## config.mk

```make
export PLATFORM = sky130hd
export DESIGN_NAME = dma_chan_track
export DESIGN_NICKNAME = d
export VERILOG_FILES = /design/src/rtl/dma_chan_pkg.sv /design/src/rtl/dma_cnt_unit.sv /design/src/rtl/dma_addr_unit.sv /design/src/rtl/dma_chan_track.sv
export SDC_FILE = /design/constraint.sdc
export NUM_CORES = 1
export LEC_CHECK = 0
export ABC_AREA = 1
export BUFFER_PORTS_ARGS = -buffer_cell sky130_fd_sc_hd__buf_2
export CORE_MARGIN = 3
export CORE_UTILIZATION = 60
export CTS_BUF_LIST = sky130_fd_sc_hd__clkbuf_16
export DETAILED_ROUTE_END_ITERATION = 6
export MAX_ROUTING_LAYER = met4
export PLACE_DENSITY = 0.86
export SYNTH_ARGS = -nofsm -noshare
export SYNTH_HDL_FRONTEND = slang
export SYNTH_SLANG_ARGS = --single-unit
export TNS_END_PERCENT = 20
```

## constraint.sdc

```tcl
create_clock -name clk -period 2.59 [get_ports clk]
set_input_delay 0.259 -clock clk [delete_from_list [all_inputs] [get_ports clk]]
set_output_delay 0.259 -clock clk [all_outputs]
set_load 0.02 [all_outputs]
```

## src/rtl/dma_chan_pkg.sv

```systemverilog
package dma_chan_pkg;
  typedef enum logic [1:0] {
    OP_VERIFY  = 2'b00,
    OP_WRITE   = 2'b01,
    OP_READ    = 2'b10,
    OP_ILLEGAL = 2'b11
  } op_kind_e;
endpackage

```

## src/rtl/dma_cnt_unit.sv

```systemverilog
module dma_cnt_unit #(
  parameter int CNT_W    = 14,
  parameter int OP_W     = 2,
  parameter int MARK_LOG = 7
) (
  input  logic                  clk,
  input  logic                  rst,
  input  logic                  chan_en,
  input  logic                  ld_cnt,
  input  logic [CNT_W+OP_W-1:0] ld_word,
  input  logic                  step,
  output logic                  active,
  output logic [OP_W-1:0]       op_q,
  output logic                  op_err,
  output logic                  tc,
  output logic                  mark
);
  import dma_chan_pkg::*;

  logic [CNT_W-1:0] cnt_q;
  logic             done_q;
  logic             illegal;
  logic             cnt_zero;

  assign illegal  = (op_q == OP_ILLEGAL);
  assign cnt_zero = (cnt_q == '0);
  assign active   = chan_en && !done_q && !illegal;

  always_ff @(posedge clk) begin
    if (rst) begin
      cnt_q  <= '0;
      op_q   <= OP_VERIFY;
      done_q <= 1'b1;
    end else if (ld_cnt) begin
      cnt_q  <= ld_word[CNT_W-1:0];
      op_q   <= ld_word[CNT_W+OP_W-1:CNT_W];
      done_q <= 1'b0;
    end else if (step && active) begin
      if (cnt_zero) done_q <= 1'b1;
      else          cnt_q  <= cnt_q - 1'b1;
    end
  end

  assign op_err = chan_en && illegal;
  assign tc     = active && cnt_zero;
  assign mark   = active && !cnt_zero && (cnt_q[MARK_LOG-1:0] == '0);
endmodule

```

## src/rtl/dma_addr_unit.sv

```systemverilog
module dma_addr_unit #(
  parameter int ADDR_W = 16,
  parameter int LO_W   = 8
) (
  input  logic              clk,
  input  logic              rst,
  input  logic              ld_addr,
  input  logic              ld_any,
  input  logic [ADDR_W-1:0] ld_word,
  input  logic              active,
  input  logic              step,
  output logic [LO_W-1:0]        addr_lo,
  output logic [ADDR_W-LO_W-1:0] addr_hi,
  output logic                   addr_stb
);
  localparam int HI_W = ADDR_W - LO_W;

  logic [ADDR_W-1:0] addr_q;
  logic [HI_W-1:0]   hi_seen_q;
  logic              hi_valid_q;
  logic              stb_q;

  always_ff @(posedge clk) begin
    if (rst) begin
      addr_q <= '0;
    end else if (ld_addr) begin
      addr_q <= ld_word;
    end else if (step && active) begin
      addr_q <= addr_q + 1'b1;
    end
  end

  always_ff @(posedge clk) begin
    if (rst) begin
      hi_seen_q  <= '0;
      hi_valid_q <= 1'b0;
      stb_q      <= 1'b0;
    end else if (ld_any) begin
      hi_valid_q <= 1'b0;
      stb_q      <= 1'b0;
    end else if (active && (!hi_valid_q || hi_seen_q != addr_q[ADDR_W-1:LO_W])) begin
      hi_seen_q  <= addr_q[ADDR_W-1:LO_W];
      hi_valid_q <= 1'b1;
      stb_q      <= 1'b1;
    end else begin
      stb_q      <= 1'b0;
    end
  end

  assign addr_lo  = addr_q[LO_W-1:0];
  assign addr_hi  = hi_seen_q;
  assign addr_stb = stb_q;
endmodule

```

## src/rtl/dma_chan_track.sv

```systemverilog
module dma_chan_track #(
  parameter int ADDR_W   = 16,
  parameter int LO_W     = 8,
  parameter int CNT_W    = 14,
  parameter int OP_W     = 2,
  parameter int MARK_LOG = 7
) (
  input  logic                     clk,
  input  logic                     rst,
  input  logic                     chan_en,
  input  logic                     ld_addr,
  input  logic                     ld_cnt,
  input  logic [ADDR_W-1:0]        ld_data,
  input  logic                     step,
  output logic [LO_W-1:0]          addr_lo,
  output logic [ADDR_W-LO_W-1:0]   addr_hi,
  output logic                     addr_stb,
  output logic [OP_W-1:0]          op_kind,
  output logic                     op_err,
  output logic                     tc,
  output logic                     mark
);
  localparam int WORD_W = CNT_W + OP_W;

  logic active;

  dma_cnt_unit #(.CNT_W(CNT_W), .OP_W(OP_W), .MARK_LOG(MARK_LOG)) cnt_i (
    .clk(clk), .rst(rst), .chan_en(chan_en), .ld_cnt(ld_cnt),
    .ld_word(ld_data[WORD_W-1:0]), .step(step), .active(active),
    .op_q(op_kind), .op_err(op_err), .tc(tc), .mark(mark)
  );

  dma_addr_unit #(.ADDR_W(ADDR_W), .LO_W(LO_W)) addr_i (
    .clk(clk), .rst(rst), .ld_addr(ld_addr), .ld_any(ld_addr || ld_cnt),
    .ld_word(ld_data), .active(active), .step(step),
    .addr_lo(addr_lo), .addr_hi(addr_hi), .addr_stb(addr_stb)
  );
endmodule

```

; Yosys cells after proc, flatten, opt, wreduce, memory -nomap -nowiden
; Index checks and enable logic that the tools add are counted.
[word_totals]
register_bits = 43
input_bits = 22
out_inout_bits = 22
wordCells = 45
[op_classes]
addsub = 2
n_eq_ne = 3
n_mux = 9
n_bitwise = 1
reduce_logical = 23
[op_table]
columns = cell, count
row1 = two-way mux 14 bit, 3
row2 = two-way mux 16 bit, 2
row3 = adder 16 x 1 -> 16 bit (second input constant), 1
row4 = logical NOT 14 bit, 1
row5 = subtractor 14 x 1 -> 14 bit (second input constant), 1
row6 = logical AND 1 bit, 8
row7 = != test 8 bit, 1
row8 = logical NOT 7 bit, 1
row9 = AND reduction 2 bit, 3
row10 = nonzero test 2 bit, 3
row11 = logical NOT 1 bit, 4
row12 = two-way mux 1 bit, 4
row13 = equality test 2 bit (second input constant), 1
row14 = logical OR 1 bit, 2
row15 = != test 2 bit (second input constant), 1
row16 = OR reduction 2 bit, 1
row17 = inverter 1 bit, 1

; Longest topological paths before layout
; Gate-level depths: netlist (run 1).
[depth]
ltp_word = 6
mapped_depth = 11
ltp_nobuf = 11

; Cells and area by module
; From an unflattened synthesis (run 1), not the netlist that was laid out.
[unflattened]
hier_cells = 459
hier_area_um2 = 2837.7
[modules_own_cells]
columns = module, instances, cells_each, area_each_um2, seq_area_each_um2
row1 = dma_addr_unit, 1, 253, 1591.5, 520.5
row2 = dma_cnt_unit, 1, 203, 1234.9, 340.3
row3 = dma_chan_track, 1, 3, 11.3, 0.0

; Least setup slack after synthesis (run 1)
; OpenSTA, ideal clock, no wires.
[synth_timing]
path_kind = register -> output
startpoint = register cnt_i.op_q[1]
endpoint = output mark
t_arrival_ps = 1435
required_time_ps = 2331
path_slack_ps = 896
path_stages_with_launch = 7
n_path_buf = 1
cell_sequence = dfxtp_1 > nand2_1 > inv_2 > nor3_4 > buf_4 > inv_1 > nor3_1
[synth_between]
elab_chain_len = 5
[synth_lines]
columns = element, line
row1 = "start, declared", dma_cnt_unit.sv:13  ; output logic [OP_W-1:0] op_q,
row2 = "start signal, assigned", dma_cnt_unit.sv:36  ; op_q <= ld_word[CNT_W+OP_W-1:CNT_W];
row3 = equality test 2 bit, dma_cnt_unit.sv:25  ; assign illegal = (op_q == OP_ILLEGAL);
row4 = logical NOT 1 bit, dma_cnt_unit.sv:27  ; assign active = chan_en && !done_q && !illegal;
row5 = logical AND 1 bit, dma_cnt_unit.sv:27
row6 = logical AND 1 bit (2 in a row), dma_cnt_unit.sv:46  ; assign mark = active && !cnt_zero && (cnt_q[MARK_LOG-1:0] == '0);
row7 = "end, declared", dma_chan_track.sv:21  ; output logic mark
; Every way passes these cells.

; Final worst setup path (run 1)
; Ends and elaborated chain as after synthesis.

==> results of run 1 <==
[per-stage QoR]
stage	power, W	instance area (um2)	std cells	hold slack [ps]
CTS	0.00187	3160	537	265
global placement	0.00116	2990	529	450
global route	0.00197	3160	537	282
detailed placement	0.00117	2990	529	468
finish	0.00188	3160	537	260
floorplan	0.00108	2840	454	394
[flip-flops by register name, indices dropped and copies added (netlist names)]
| name | count |
|---|---|
| addr_i.addr_q | 16 |
| cnt_i.cnt_q | 14 |
| addr_i.addr_hi | 8 |
| cnt_i.op_q | 2 |
| addr_i.addr_stb | 1 |
| addr_i.hi_valid_q | 1 |
| cnt_i.done_q | 1 |
[how the worst min path moves through the flow]
| stage | startpoint | end | slack (ps) | cells after the start |
|---|---|---|---|---|
| 5_1_grt | ld_data[10] | addr_i.addr_q[10]$_SDFFE_PP0P_ | 280 | 3 |
| 3_5_place_dp | addr_i.hi_valid_q$_SDFFE_PP0P_ | addr_i.hi_valid_q$_SDFFE_PP0P_ | 470 | 2 |
| 6_report | ld_data[15] | cnt_i.op_q[1]$_SDFFE_PP0P_ | 260 | 3 |
| 2_1_floorplan | ld_data[14] | cnt_i.op_q[0]$_SDFFE_PP0P_ | 390 | 2 |
| 4_1_cts | ld_data[0] | addr_i.addr_q[0]$_SDFFE_PP0P_ | 270 | 3 |
| 3_3_place_gp | addr_i.hi_valid_q$_SDFFE_PP0P_ | addr_i.hi_valid_q$_SDFFE_PP0P_ | 450 | 2 |
[area by class of cell]
class,instances,area [um2]
clock inverter,3,38.8
multi-input combinational,327,1600
clock buffer,5,125
timing repair buffer,44,223
inverter,63,239
sequential,43,861
fill,387,1320
tap,52,65.1
[cells by family after synthesis]
group	Yosys count	synth area share [%]
simple gates	257	41.2
buf+inv	84	13.3
compound gates	61	12.2
flops	43	30.3
xor+xnor	7	2.16
fa+ha+maj	2	0.880
[cells in the final DEF (no fill, tap or decap), drive strengths merged]
cell,netlist,final
a21oi,28,28
o211ai,2,2
nor2,60,60
nand2,144,144
nand4,15,15
a22oi,1,1
clkbuf,5,5
xor2,7,7
or2,1,1
and3,1,1
buf,16,44
inv,63,63
o22ai,1,1
dfxtp,43,43
a31oi,6,6
clkinv,0,2
ha,2,2
bufinv,0,1
nor3,9,9
nand3,27,27
o21ai,23,23
[power groups by stage]
stage          clock (W)  combinational, W  sequential, W
2_1_floorplan          0          0.000323       0.000761
3_3_place_gp           0          0.000394       0.000762
3_5_place_dp           0          0.000405       0.000764
4_1_cts         0.000715          0.000409       0.000750
5_1_grt         0.000751          0.000464       0.000757
6_report        0.000712          0.000413       0.000751
[routing by layer]
| metal | vias up | wire length (um) |
|---|---|---|
| li1 | 1490 | - |
| met1 | 1352 | 3070 |
| met2 | 139 | 3560 |
| met3 | 33 | 522 |
| met4 | 0 | 218 |
| met5 | - | 0 |
[worst max-delay path: stages (launching register included)]
cell,delay (ps)
dfxtp_1,330
nand2_1,130
inv_2,60
nor3_4,390
inv_1,170
nor3_1,250
buf_2,200
==> impl_metrics.ini, run 1 <==
[status]
status = completed

[synthesis]
ys_ff_latch = 43
syn_area_per_cell_um2 = 6.26
ys.flop_type = dfxtp_1
yosysSeqAreaShare_pct = 30.3
post_synth_num_cell_types = 36
synth_common_cells = nand2_1, inv_1, nor2_1
yosys-top-cells-area = dfxtp_1, nand2_1, inv_1, nor2_1, nand3_1
yosysTopAreaCell = dfxtp_1
synth_edf_count = 0
synthesis.nets = 478
synth_top_area_share_pct = 30.3
async_reset_ff_share_pct = 0
syn-cell-area_um2 = 2840
syn_inst = 454
synth.yosys.warnings = 0
yosysMostFrequentCell = nand2_1

[timing]
setup_slack_ps = 521
worst_clock_skew_ps = 4.60
period_share_pct = 79.9
period_needed_ps = 2070
max_clock_freq_mhz = 483
slew_headroom_pct = 66.7
hold_violations = 0
tightest_slew_ps = 498
rsz0062_at_grt = no
setup_viol = 0
slew_violations = 0
setup_tns_ps = 0

[power_and_ir_drop]
ir_worst_vdd_mv = 0.425
p_switching_w = 0.000583
p_seq_share_pct = 40.0
p_int_w = 0.00129
power.leakage_nw = 1.52
pwr-share-comb_pct = 22.0
p_per_area_nw_per_um2 = 595
p_clk_share_pct = 37.9
swShare_pct = 31.1

[cts]
post_cts_resized = 0
clock_latency_ps = 290
cts.path.max_buffers = 2
cts_root_buffer = clkbuf_16
ctsHoldBuffers = 0
tritoncts.num_buffers = 5
cts.reportedPaths.clkPinSlew_ps = 60
tritoncts = yes
cts_sinks = 43
htree_levels = 2
post_cts_buffers = 0

[job]
cap_violations = 0

[worst_setup_path]
critPathRequiredTime_ps = 2330
reg2regPathDepth = 8
cp-end-kind = output pin
reg2reg_from = cnt_i.op_q[1]$_SDFFE_PP0P_
crit_type = reg -> out
r2r-end = addr_i.addr_q[6]$_SDFFE_PP0P_
reg2reg_slack_ps = 780
path_max_fanout = 11
worstSetupStartpointType = register
cp-startpoint = cnt_i.op_q[1]$_SDFFE_PP0P_
cp-endpoint = mark
crit_arrival_ps = 1810

[final_layout]
drive_gt1_share_pct = 17.3
antenna_cells = 0
utilization_pct = 70.5
fin_nets = 508
areaGrowthSynthToFinish_pct = 11.0

[global_route]
busiest_layer = met2
grtUsageMet3_pct = 5.47
gr-total-overflow = 0
grt_pass1_vias = 2706
grt_max_degree = 29
grtUsageMet2_pct = 44.9
antenna_found_initial = 0
grt_use_met1_pct = 35.2
grt_use_total_pct = 28.3
grt_pass1_wl_mm = 12.0

[min_path]
hold_class = in -> reg

[place]
port_buffers = 43
gp_congestion = 0.883
dp_slack_ps = 885
place_hpwl_mm = 5.20

[floorplan]
die_area_um2 = 5600
placementRows = 24
ios = 44
start_util_pct = 63.5
core_area_um2 = 4470
die_w_um = 74.8
dieHeight_um = 74.8

[routing]
wl_per_cell_um = 13.7
drc = 0
drt_iter0_drc = 270
drtPass1Iterations = 5
via_per_inst = 5.61
vias = 3014
drt_wl_total_mm = 7.37
antenna_left = 0
No activity file was read; power rests on OpenSTA's default activity.
==> run 2, diff against run 1 <==
- CORE_UTILIZATION: 60 -> 57
- PLACE_DENSITY: 0.86 -> 0.82
- clock period: 2.59 -> 2.2 ns (I/O delays scaled with it)
==> impl_metrics.ini, run 2 (synthesized netlist as in run 1, its figures left out) <==
[final_layout]
fin_nets = 509
top_register = addr_i.addr_q
fillers = 433
final_common_cell = nand2_1
final_area_um2 = 3210
fin_cells = 553
final_cell_mix = nand2_1, inv_1, nor2_1
areaGrowthSynthToFinish_pct = 12.8
antenna_cells = 0
drive_gt1_share_pct = 17.5
utilization_pct = 67.0
largest_reg_flops = 16

[cts]
cts_root_buffer = clkbuf_16
clock_latency_ps = 290
post_cts_resized = 0
cts_sinks = 43
ctsHoldBuffers = 0
htree_levels = 2
cts.path.max_buffers = 2
tritoncts.num_buffers = 5
tritoncts = yes
post_cts_buffers = 0
cts.reportedPaths.clkPinSlew_ps = 60

[worst_setup_path]
worstSetupStartpointType = register
slowest_stage = dfxtp_1
crit_type = reg -> out
critPathBufInv = 2
reg2regPathDepth = 9
critPathRequiredTime_ps = 1980
slowest_delay_ps = 320
crit_arrival_ps = 1700
reg2reg_slack_ps = 560
r2r-end = cnt_i.cnt_q[6]$_SDFFE_PP0P_
cp.depth = 7
path_max_fanout = 7
crit_family = simple AND/OR/NAND/NOR gates
path_cells = inv_1 > ha_1 > nand3_4 > nor2_8 > nand4_1 > nor3_1 > buf_2
reg2reg_from = cnt_i.cnt_q[0]$_SDFFE_PP0P_
cp-end-kind = output pin

[global_route]
grt_use_total_pct = 26.6
grt_max_degree = 22
grt_pass1_vias = 2783
grt_pass1_wl_mm = 12.5
gr-total-overflow = 0
antenna_found_initial = 0

[floorplan]
placementRows = 25
ios = 44
start_util_pct = 59.4
dieHeight_um = 76.6
die_area_um2 = 5870
core_area_um2 = 4790
die_w_um = 76.6

[power_and_ir_drop]
power.leakage_nw = 1.54
p_per_area_nw_per_um2 = 728
ir_worst_vdd_mv = 0.509

[timing]
tightest_slew_ps = 508
period_needed_ps = 1920
worst_clock_skew_ps = 7.33
slew_violations = 0
max_clock_freq_mhz = 522
setup_slack_ps = 283
slew_headroom_pct = 66.1
rsz0062_at_grt = no
period_share_pct = 87.1
setup_viol = 0
hold_violations = 0
setup_tns_ps = 0

[place]
dp.cells = 545
gp_congestion = 0.903
port_buffers = 43
placed_cell_area_um2 = 3020
dp_slack_ps = 598
place_hpwl_mm = 5.27

[routing]
antenna_left = 0
wl_per_cell_um = 13.1
drt_iter0_drc = 209
drc = 0
via_per_inst = 5.23
vias = 2892
drt_wl_total_mm = 7.26
drtPass1Iterations = 4

[min_path]
hold_class = in -> reg
min-delay-start = ld_data[15]
hold_end = cnt_i.op_q[1]$_SDFFE_PP0P_
hold_depth = 3

[status]
status = completed

[job]
cap_violations = 0
-- run 2: area by class of cell --
class	instances	area (um2)	share of cell area (%)
timing repair buffer	45	230	7.18
tap	67	83.8	2.61
clock buffer	5	125	3.90
sequential	43	861	26.8
multi-input combinational	327	1600	50.0
inverter	63	239	7.45
clock inverter	3	63.8	1.99
-- run 2: worst reg2reg max path, stage by stage, from the launching register on --
cell	delay [ps]
dfxtp_1	320
inv_1	80
ha_1	230
nand3_4	120
nor2_8	160
nand4_2	110
nand2_4	180
inv_4	110
o21ai_0	170
nor2_1	50
-- run 2: routing by layer --
layer  GRT usage [%]  share of wire, %
met1            30.3                43
met2            46.0                50
met3            4.26               5.0
met4            11.6               2.3
met5               -                 0
-- run 2: worst max-delay path by stage --
stage	slack, ps	endpoint	from
finish	280	tc	cnt_i.cnt_q[0]$_SDFFE_PP0P_
global route	100	tc	cnt_i.cnt_q[0]$_SDFFE_PP0P_
CTS	280	tc	cnt_i.cnt_q[0]$_SDFFE_PP0P_
detailed placement	600	cnt_i.cnt_q[6]$_SDFFE_PP0P_	cnt_i.cnt_q[0]$_SDFFE_PP0P_
global placement	630	tc	cnt_i.cnt_q[0]$_SDFFE_PP0P_
floorplan	550	mark	cnt_i.op_q[1]$_SDFFE_PP0P_
-- run 2: where the power goes --
group	total, W	switching [W]	internal [W]
sequential	0.000885	0.0000556	0.000829
combinational	0.000486	0.000322	0.000164
clock	0.000964	0.000317	0.000647
total	0.00234	0.000695	0.00164
-- run 2: metrics by stage --
step | power [W] | hold WS (ps)
4_1_cts | 0.00234 | 203
3_3_place_gp | 0.00136 | 447
6_report | 0.00234 | 197
3_5_place_dp | 0.00138 | 457
5_1_grt | 0.00244 | 238
2_1_floorplan | 0.00128 | 355
==> run 3, diff against run 2 <==
- SYNTH_HIERARCHICAL: default -> 1
==> impl_metrics.ini, run 3 <==
[final_layout]
fillers = 459
final_common_cell = nand2_1
top_register = addr_i/addr_q
areaGrowthSynthToFinish_pct = 12.2
antenna_cells = 0
seqCellArea_um2 = 861
fin_nets = 516
multi_input_area_um2 = 1590
largest_reg_flops = 16
drive_gt1_share_pct = 16.9
final_cell_mix = nand2_1, inv_1, nor2_1
final_area_um2 = 3180

[synthesis]
post_synth_num_cell_types = 36
yosysTopAreaCell = dfxtp_1
synth.yosys.warnings = 6
syn_inst = 459
yosysMostFrequentCell = nand2_1
syn-cell-area_um2 = 2840
synth_edf_count = 0
yosysSeqAreaShare_pct = 30.3
syn_area_per_cell_um2 = 6.18
synth_common_cells = nand2_1, inv_1, nor2_1
ys_ff_latch = 43
synthesis.nets = 483
yosys-top-cells-area = dfxtp_1, nand2_1, inv_1, nor2_1, nand3_1
synth_top_area_share_pct = 30.3
async_reset_ff_share_pct = 0
ys.flop_type = dfxtp_1

[global_route]
antenna_found_initial = 0
grt_pass1_wl_mm = 12.2
grt_use_total_pct = 25.8
gr-total-overflow = 0
grt_max_degree = 19
grt_pass1_vias = 2721

[cts]
clock_latency_ps = 290
cts_sinks = 43
htree_levels = 2
cts.reportedPaths.clkPinSlew_ps = 60
cts_root_buffer = clkbuf_16
cts.path.max_buffers = 2
post_cts_resized = 0
tritoncts.num_buffers = 5
tritoncts = yes
ctsHoldBuffers = 0
post_cts_buffers = 0

[status]
status = completed

[worst_setup_path]
path_cells = inv_1 > ha_1 > nand2_2 > nor2_8 > nand4_1 > nor2_1 > buf_2
reg2regPathDepth = 8
cp-end-kind = output pin
slowest_delay_ps = 320
slowest_stage = dfxtp_1
critPathRequiredTime_ps = 1980
path_max_fanout = 8
crit_arrival_ps = 1600
crit_type = reg -> out
worstSetupStartpointType = register
reg2reg_slack_ps = 440

[min_path]
hold_depth = 3
hold_class = in -> reg

[floorplan]
core_area_um2 = 4750
start_util_pct = 59.7
dieHeight_um = 76.6
die_area_um2 = 5860
ios = 44
placementRows = 25
die_w_um = 76.6

[timing]
tightest_slew_ps = 416
slew_violations = 0
max_clock_freq_mhz = 549
setup_tns_ps = 0
setup_viol = 0
rsz0062_at_grt = no
slew_headroom_pct = 72.2
period_needed_ps = 1820
worst_clock_skew_ps = 5.26
setup_slack_ps = 379
period_share_pct = 82.8
hold_violations = 0

[routing]
vias = 2972
drt_iter0_drc = 160
antenna_left = 0
drtPass1Iterations = 5
wl_per_cell_um = 12.7
drc = 0
via_per_inst = 5.32
drt_wl_total_mm = 7.10

[place]
dp_slack_ps = 461
placed_cell_area_um2 = 3030
gp_congestion = 0.886
port_buffers = 43
place_hpwl_mm = 5.26

[job]
cap_violations = 0

[power_and_ir_drop]
p_per_area_nw_per_um2 = 683
power.leakage_nw = 1.53
ir_worst_vdd_mv = 0.459
[run 3: cell types whose count changed in the layout (fill, tap and decap cells not counted), sizes merged, moves of 2 or more]
cell and change:
clkinv +2, xnor2 +4, nand3 +18, nand4 -7
nor3 -7, o21ai +7, buf +2, a31oi +2
nand2 -9, and2 +2, xor2 -6
[run 3: through the flow]
step / hold slack (ps) / power, W / instances / util (%)
after global routing: 232 / 0.00229 / 559 / 67.0
after CTS: 206 / 0.00218 / 559 / 67.0
after floorplan: 355 / 0.00126 / 459 / -
after global placement: 453 / 0.00134 / 552 / 63.6
after detailed placement: 452 / 0.00135 / 552 / 63.6
final: 201 / 0.00218 / 559 / 67.0
[run 3: kinds of logic (layout without fill, tap and decap cells)]
group	after synthesis	count (layout)	synth area share, %
AND/OR/NAND/NOR	254	254	40.1
AO/OA/AOI/OAI	70	70	13.6
adder cells (fa/ha/maj)	2	2	0.882
flip-flops	43	43	30.3
XOR/XNOR	5	5	1.54
buffers and inverters	85	118	13.5
[run 3: worst paths after layout]
| kind | start | endpoint |
|---|---|---|
| max | cnt_i/cnt_q[0]$_SDFFE_PP0P_ | tc |
| min | ld_data[15] | cnt_i/op_q[1]$_SDFFE_PP0P_ |
| max reg2reg | cnt_i/op_q[1]$_SDFFE_PP0P_ | addr_i/addr_q[14]$_SDFFE_PP0P_ |
| min reg2reg | addr_i/hi_valid_q$_SDFFE_PP0P_ | addr_i/hi_valid_q$_SDFFE_PP0P_ |
[run 3: metal layers]
metal  GRT usage [%]  up-vias  wire length, um
met5               -        -                0
met1            30.6     1358             3030
met2            43.9       84             3610
met3            4.49       14              342
li1                -     1516                -
met4            9.42        0              118
[run 3: worst max-delay path: cells and delay by family (launching register included)]
family	cells	cell delay, ps
simple gates	4	540
flops	1	320
buf+inv	2	240
fa+ha+maj	1	210
[run 3: layout make-up]
class | count | share of cell area (%)
Clock inverter | 2 | 1.06
Inverter | 64 | 7.62
Multi-Input combinational cell | 331 | 50.0
Clock buffer | 5 | 3.93
Tap cell | 67 | 2.63
Sequential cell | 43 | 27.0
Timing Repair Buffer | 47 | 7.70
[run 3: where the power goes]
part | switching, W | internal, W | leakage (nW)
Sequential | 0.0000582 | 0.000831 | 0.354
Combinational | 0.000303 | 0.000159 | 1.09
Clock | 0.000300 | 0.000525 | 0.0811
